--- config.mk ---
export PLATFORM = sky130hd
export DESIGN_NAME = bclkgen
export DESIGN_NICKNAME = d
export VERILOG_FILES = /design/src/rtl/bclkgen_pkg.sv /design/src/rtl/bclkgen_decode.sv /design/src/rtl/bclkgen_fsm.sv /design/src/rtl/bclkgen_outmux.sv /design/src/rtl/bclkgen.sv
export SDC_FILE = /design/constraint.sdc
export NUM_CORES = 1
export LEC_CHECK = 0
export BUFFER_PORTS_ARGS = -buffer_cell sky130_fd_sc_hd__buf_2
export CAP_MARGIN = 20
export CORE_ASPECT_RATIO = 0.9
export CORE_MARGIN = 3
export CORE_UTILIZATION = 52
export CTS_BUF_LIST = sky130_fd_sc_hd__clkbuf_16
export CTS_CLUSTER_DIAMETER = 30
export CTS_CLUSTER_SIZE = 14
export DETAILED_ROUTE_END_ITERATION = 12
export PLACE_DENSITY_LB_ADDON = 0.2
export SYNTH_ARGS = -nofsm -noshare
export SYNTH_HDL_FRONTEND = slang
export SYNTH_HIERARCHICAL = 1
export SYNTH_SLANG_ARGS = --single-unit
--- constraint.sdc ---
create_clock -name mclk -period 2.4 [get_ports mclk]
set_clock_uncertainty 0.15 [all_clocks]
set_input_delay 0.12 -clock mclk [delete_from_list [all_inputs] [get_ports mclk]]
set_output_delay 0.12 -clock mclk [all_outputs]
set_load 0.1 [all_outputs]
--- src/rtl/bclkgen_pkg.sv ---
package bclkgen_pkg;

    localparam int MAX_FRAME = 512;
    localparam int CNT_W     = $clog2(MAX_FRAME);
    localparam int RATE_W    = 3;
    localparam int WLEN_W    = 2;
    localparam logic [RATE_W-1:0] LAST_RATE = 3'd4;

    typedef enum logic [1:0] {
        ST_LOAD = 2'd0,
        ST_RUN  = 2'd1,
        ST_HALT = 2'd2
    } state_t;

    typedef struct packed {
        logic [RATE_W-1:0] rate;
        logic              dsp;
        logic              err;
    } cfg_t;

    function automatic logic [CNT_W:0] frame_len(input logic [RATE_W-1:0] r);
        logic [CNT_W:0] len;
        unique case (r)
            3'd0:    len = 10'd128;
            3'd1:    len = 10'd192;
            3'd2:    len = 10'd256;
            3'd3:    len = 10'd384;
            3'd4:    len = 10'd512;
            default: len = 10'd128;
        endcase
        return len;
    endfunction

endpackage

--- src/rtl/bclkgen_decode.sv ---
module bclkgen_decode
    import bclkgen_pkg::*;
(
    input  logic [RATE_W-1:0] rate_sel,
    input  logic              dsp_sel,
    input  logic [WLEN_W-1:0] wlen_sel,
    output cfg_t              cfg
);
    logic reserved;
    logic too_long;

    always_comb begin
        reserved = (rate_sel > LAST_RATE);
        too_long = dsp_sel && (((rate_sel == 3'd0) && (wlen_sel != 2'd0)) ||
                               ((rate_sel == 3'd1) && (wlen_sel == 2'd3)));
        cfg.rate = rate_sel;
        cfg.dsp  = dsp_sel && !too_long && !reserved;
        cfg.err  = reserved || too_long;
    end
endmodule

--- src/rtl/bclkgen_fsm.sv ---
module bclkgen_fsm
    import bclkgen_pkg::*;
(
    input  logic             clk,
    input  logic             rst_n,
    input  cfg_t             cfg_in,
    output state_t           st,
    output logic [CNT_W-1:0] pos,
    output cfg_t             act,
    output logic             frame_end
);
    state_t           st_nx;
    logic [CNT_W-1:0] pos_nx;
    cfg_t             act_nx;
    logic             take;

    always_comb begin
        frame_end = (st == ST_RUN) && ({1'b0, pos} == frame_len(act.rate) - 1'b1);
        take      = 1'b0;
        st_nx     = st;
        pos_nx    = pos;
        act_nx    = act;
        unique case (st)
            ST_LOAD: take = 1'b1;
            ST_RUN: begin
                if (frame_end) take = 1'b1;
                else           pos_nx = pos + 1'b1;
            end
            ST_HALT: take = 1'b1;
            default: take = 1'b1;
        endcase
        if (take) begin
            act_nx = cfg_in;
            pos_nx = '0;
            st_nx  = (cfg_in.rate > LAST_RATE) ? ST_HALT : ST_RUN;
        end
    end

    always_ff @(posedge clk or negedge rst_n) begin
        if (!rst_n) begin
            st  <= ST_LOAD;
            pos <= '0;
            act <= '0;
        end else begin
            st  <= st_nx;
            pos <= pos_nx;
            act <= act_nx;
        end
    end
endmodule

--- src/rtl/bclkgen_outmux.sv ---
module bclkgen_outmux
    import bclkgen_pkg::*;
(
    input  state_t           st,
    input  logic [CNT_W-1:0] pos,
    input  cfg_t             act,
    output logic             bclk_stb,
    output logic             lrclk,
    output logic             cfg_err
);
    logic [CNT_W:0] half;

    always_comb begin
        half     = frame_len(act.rate) >> 1;
        bclk_stb = 1'b0;
        lrclk    = 1'b0;
        cfg_err  = 1'b0;
        unique case (st)
            ST_RUN: begin
                cfg_err = act.err;
                if (act.dsp) begin
                    bclk_stb = 1'b1;
                    lrclk    = (pos == '0);
                end else begin
                    bclk_stb = (act.rate < 3'd2) ? !pos[0] : (pos[1:0] == 2'b00);
                    lrclk    = ({1'b0, pos} >= half);
                end
            end
            ST_HALT: cfg_err = 1'b1;
            ST_LOAD: cfg_err = 1'b0;
            default: cfg_err = 1'b0;
        endcase
    end
endmodule

--- src/rtl/bclkgen.sv ---
module bclkgen
    import bclkgen_pkg::*;
(
    input  logic              mclk,
    input  logic              rst_n,
    input  logic [RATE_W-1:0] rate_sel,
    input  logic              dsp_sel,
    input  logic [WLEN_W-1:0] wlen_sel,
    output logic              bclk_stb,
    output logic              lrclk,
    output logic              cfg_err
);
    cfg_t             cfg_in;
    cfg_t             act;
    state_t           st;
    logic [CNT_W-1:0] pos;
    logic             frame_end;

    bclkgen_decode u_decode (
        .rate_sel (rate_sel),
        .dsp_sel  (dsp_sel),
        .wlen_sel (wlen_sel),
        .cfg      (cfg_in)
    );

    bclkgen_fsm u_fsm (
        .clk       (mclk),
        .rst_n     (rst_n),
        .cfg_in    (cfg_in),
        .st        (st),
        .pos       (pos),
        .act       (act),
        .frame_end (frame_end)
    );

    bclkgen_outmux u_outmux (
        .st       (st),
        .pos      (pos),
        .act      (act),
        .bclk_stb (bclk_stb),
        .lrclk    (lrclk),
        .cfg_err  (cfg_err)
    );
endmodule

==> run metrics <==
outcome=finished clean; initial antenna violation count=0; Detailed Place HPWL=1790 µm; Via density=5.94; Clk Latency, worst-skew pair=250 ps; post-route worst setup slack=9.49 ps; Synthesis Warnings=6; top achievable clock speed=0.418 GHz; CP Launch Type=flop; Worst EP required=2130 ps; root buffer cell=clkbuf_16; Final Critical Period=2390 ps; residual DRC count=0; Ant. Diodes=0; Die W=57.1 µm; row count=16; die area=0.00297 mm²; clock tree from TritonCTS=built; fin area=0.00147 mm²; final std cells w/o fill=179; Final Hold Violating Endpoints=0; Total GRT Usage=0.192; layout cells sized above 1=0.224; critical path peak fanout=4; Detailed Route Iter0 Violations=28; synthesized cell area=0.00122 mm²; setup TNS=0 ps; crit path DAT=2120 ps; RSZ-0062 raised after global routing=true; H-tree Lvls=1; via count=1063; Critical Path End Type=output port; Mapped Avg Cell Area=9.05 µm²; P per Cell Area=427 mW/mm²; io pins=11; Tcrit/Tclk final=0.996; Worst Hold Class=input pin to flop; Routed WL=2640 µm; vias in the first global route=999; clock slew seen by the registers of the worst setup and hold paths=50 ps; CTS Buf Count=3; clock sink count=16; IO Port Bufs=10; max cap viols=0; Clock Tree Buf Depth=2; Setup CP Type=flop to output port; Remaining Overflow, GRT=0; CORE AREA=0.00220 mm²; largest net degree at the start of global routing=17; final net count=169; Pleak=0.652 nW; DRT antenna net count=0; Detailed Routing Iterations Pass 1=4; worst vdd ir=0.391 mV; Setup WS pre-CTS=51.0 ps; first-pass GRT wire length=4430 µm; Syn Nets=151; dpl cells=170; Area growth, synth to finish=19.9%; Placer Congestion=0.802; Crit-path slowest cell=dfrtp_2; worst-margin pin slew=644 ps; Routed WL per cell=14.8 µm; placed inst area=0.00132 mm²; initial cell density of the core=0.555; Die Ht=52.0 µm; Seq. cell area=402 µm²; CP Cell Sequence=buf_6 > nand2b_4 > a21oi_2 > ha_1 > nor2b_1 > o211ai_1 > a22oi_1 > o211a_1 > buf_12; relative slew slack=0.570; Max Slew Vio Count=0; Fillers=168; area of the multi-input gates=776 µm²; CP max stage delay=400 ps; Setup-failing EPs final=0; number of cells produced by synthesis=135
[per-layer routing]
metal,up-vias,GRT usage,part of all wire,wire [µm]
met5,-,0,0,0
met4,0,0.0656,0.026,68
met3,8,0.0372,0.046,122
met2,27,0.302,0.45,1180
met1,502,0.263,0.48,1270
li1,526,-,-,-
[path summary, 6_finish.rpt]
kind | from | endpoint | slack, ps | cells after the start
hold / removal | rate_sel[1] | u_fsm/st[0]$_DFFE_PN0P_ | 30 | 2
setup / recovery | u_fsm/act[4]$_DFFE_PN0P_ | lrclk | 9 | 9
hold reg to reg | u_fsm/pos[0]$_DFFE_PN0P_ | u_fsm/pos[0]$_DFFE_PN0P_ | 430 | 1
setup reg to reg | u_fsm/act[4]$_DFFE_PN0P_ | u_fsm/st[1]$_DFFE_PN0P_ | 30 | 6
min in group asynchronous | rst_n | u_fsm/pos[8]$_DFFE_PN0P_ | 170 | 2
max in group asynchronous | rst_n | u_fsm/act[4]$_DFFE_PN0P_ | 1640 | 2
[sequential cells by signal (all words and copies together), names as in the netlist]
register   count
u_fsm/act      5
u_fsm/pos      9
u_fsm/st       2
[worst max-delay path: cells and delay by family (launching register included)]
kind | cells | cell delay, ps
simple gates | 2 | 280
flops | 1 | 400
compound gates | 4 | 650
fa+ha+maj | 1 | 250
buf+inv | 2 | 290
[what timing repair did]
action,CTS,global route
setup endpoints to repair,1,12
pin swaps,5,1
resized for setup,4,2
hold buffers,2,0
buffers inserted,3,0
hold endpoints to repair,17,0
[cell usage in the layout, fill, tap and decap left out, types with 2 or more instances in the layout]
| cell | count |
|---|---|
| dfrtp_1 | 15 |
| nand2_1 | 11 |
| nand3_1 | 10 |
| nor3_1 | 10 |
| buf_2 | 9 |
| nor2_1 | 9 |
| buf_4 | 7 |
| o211ai_1 | 7 |
| xnor2_1 | 7 |
| ha_1 | 7 |
| a2bb2oi_1 | 5 |
| inv_1 | 4 |
| or3_1 | 4 |
| clkbuf_16 | 3 |
| nor2b_1 | 3 |
| nand2b_1 | 3 |
| dlygate4sd3_1 | 2 |
| buf_6 | 2 |
| and3_1 | 2 |
| a21oi_1 | 2 |
| o41ai_1 | 2 |
| nor3_2 | 2 |
| xor2_1 | 2 |
| nor3b_1 | 2 |
| o21a_1 | 2 |
[area by class of cell]
cell class              instances  share of cell area
clock buffers                   3              0.0512
multi-input cells             107               0.529
flip-flops and latches         16               0.274
clock inverters                 1             0.00256
well taps                      27              0.0231
repair buffers                 21               0.109
inverters                       4              0.0102
[power breakdown]
| part | leakage (nW) | total, mW | switching [mW] | internal [mW] |
|---|---|---|---|---|
| sequential | 0.177 | 0.270 | 0 | 0.270 |
| combinational | 0.436 | 0.0254 | 0.0157 | 0.00974 |
| clock | 0.0385 | 0.330 | 0.109 | 0.221 |
| total | 0.652 | 0.625 | 0.124 | 0.501 |
[through the flow]
| step | power [mW] | utilization | hold slack, ps |
|---|---|---|---|
| final | 0.625 | 0.665 | 27.8 |
| after detailed placement | 0.298 | 0.598 | -93.0 |
| after global routing | 0.649 | 0.665 | 48.5 |
| after global placement | 0.297 | 0.598 | -93.6 |
| after CTS | 0.632 | 0.662 | 26.9 |
| after floorplan | 0.287 | - | -326 |
No activity file was read; power rests on OpenSTA's default activity.
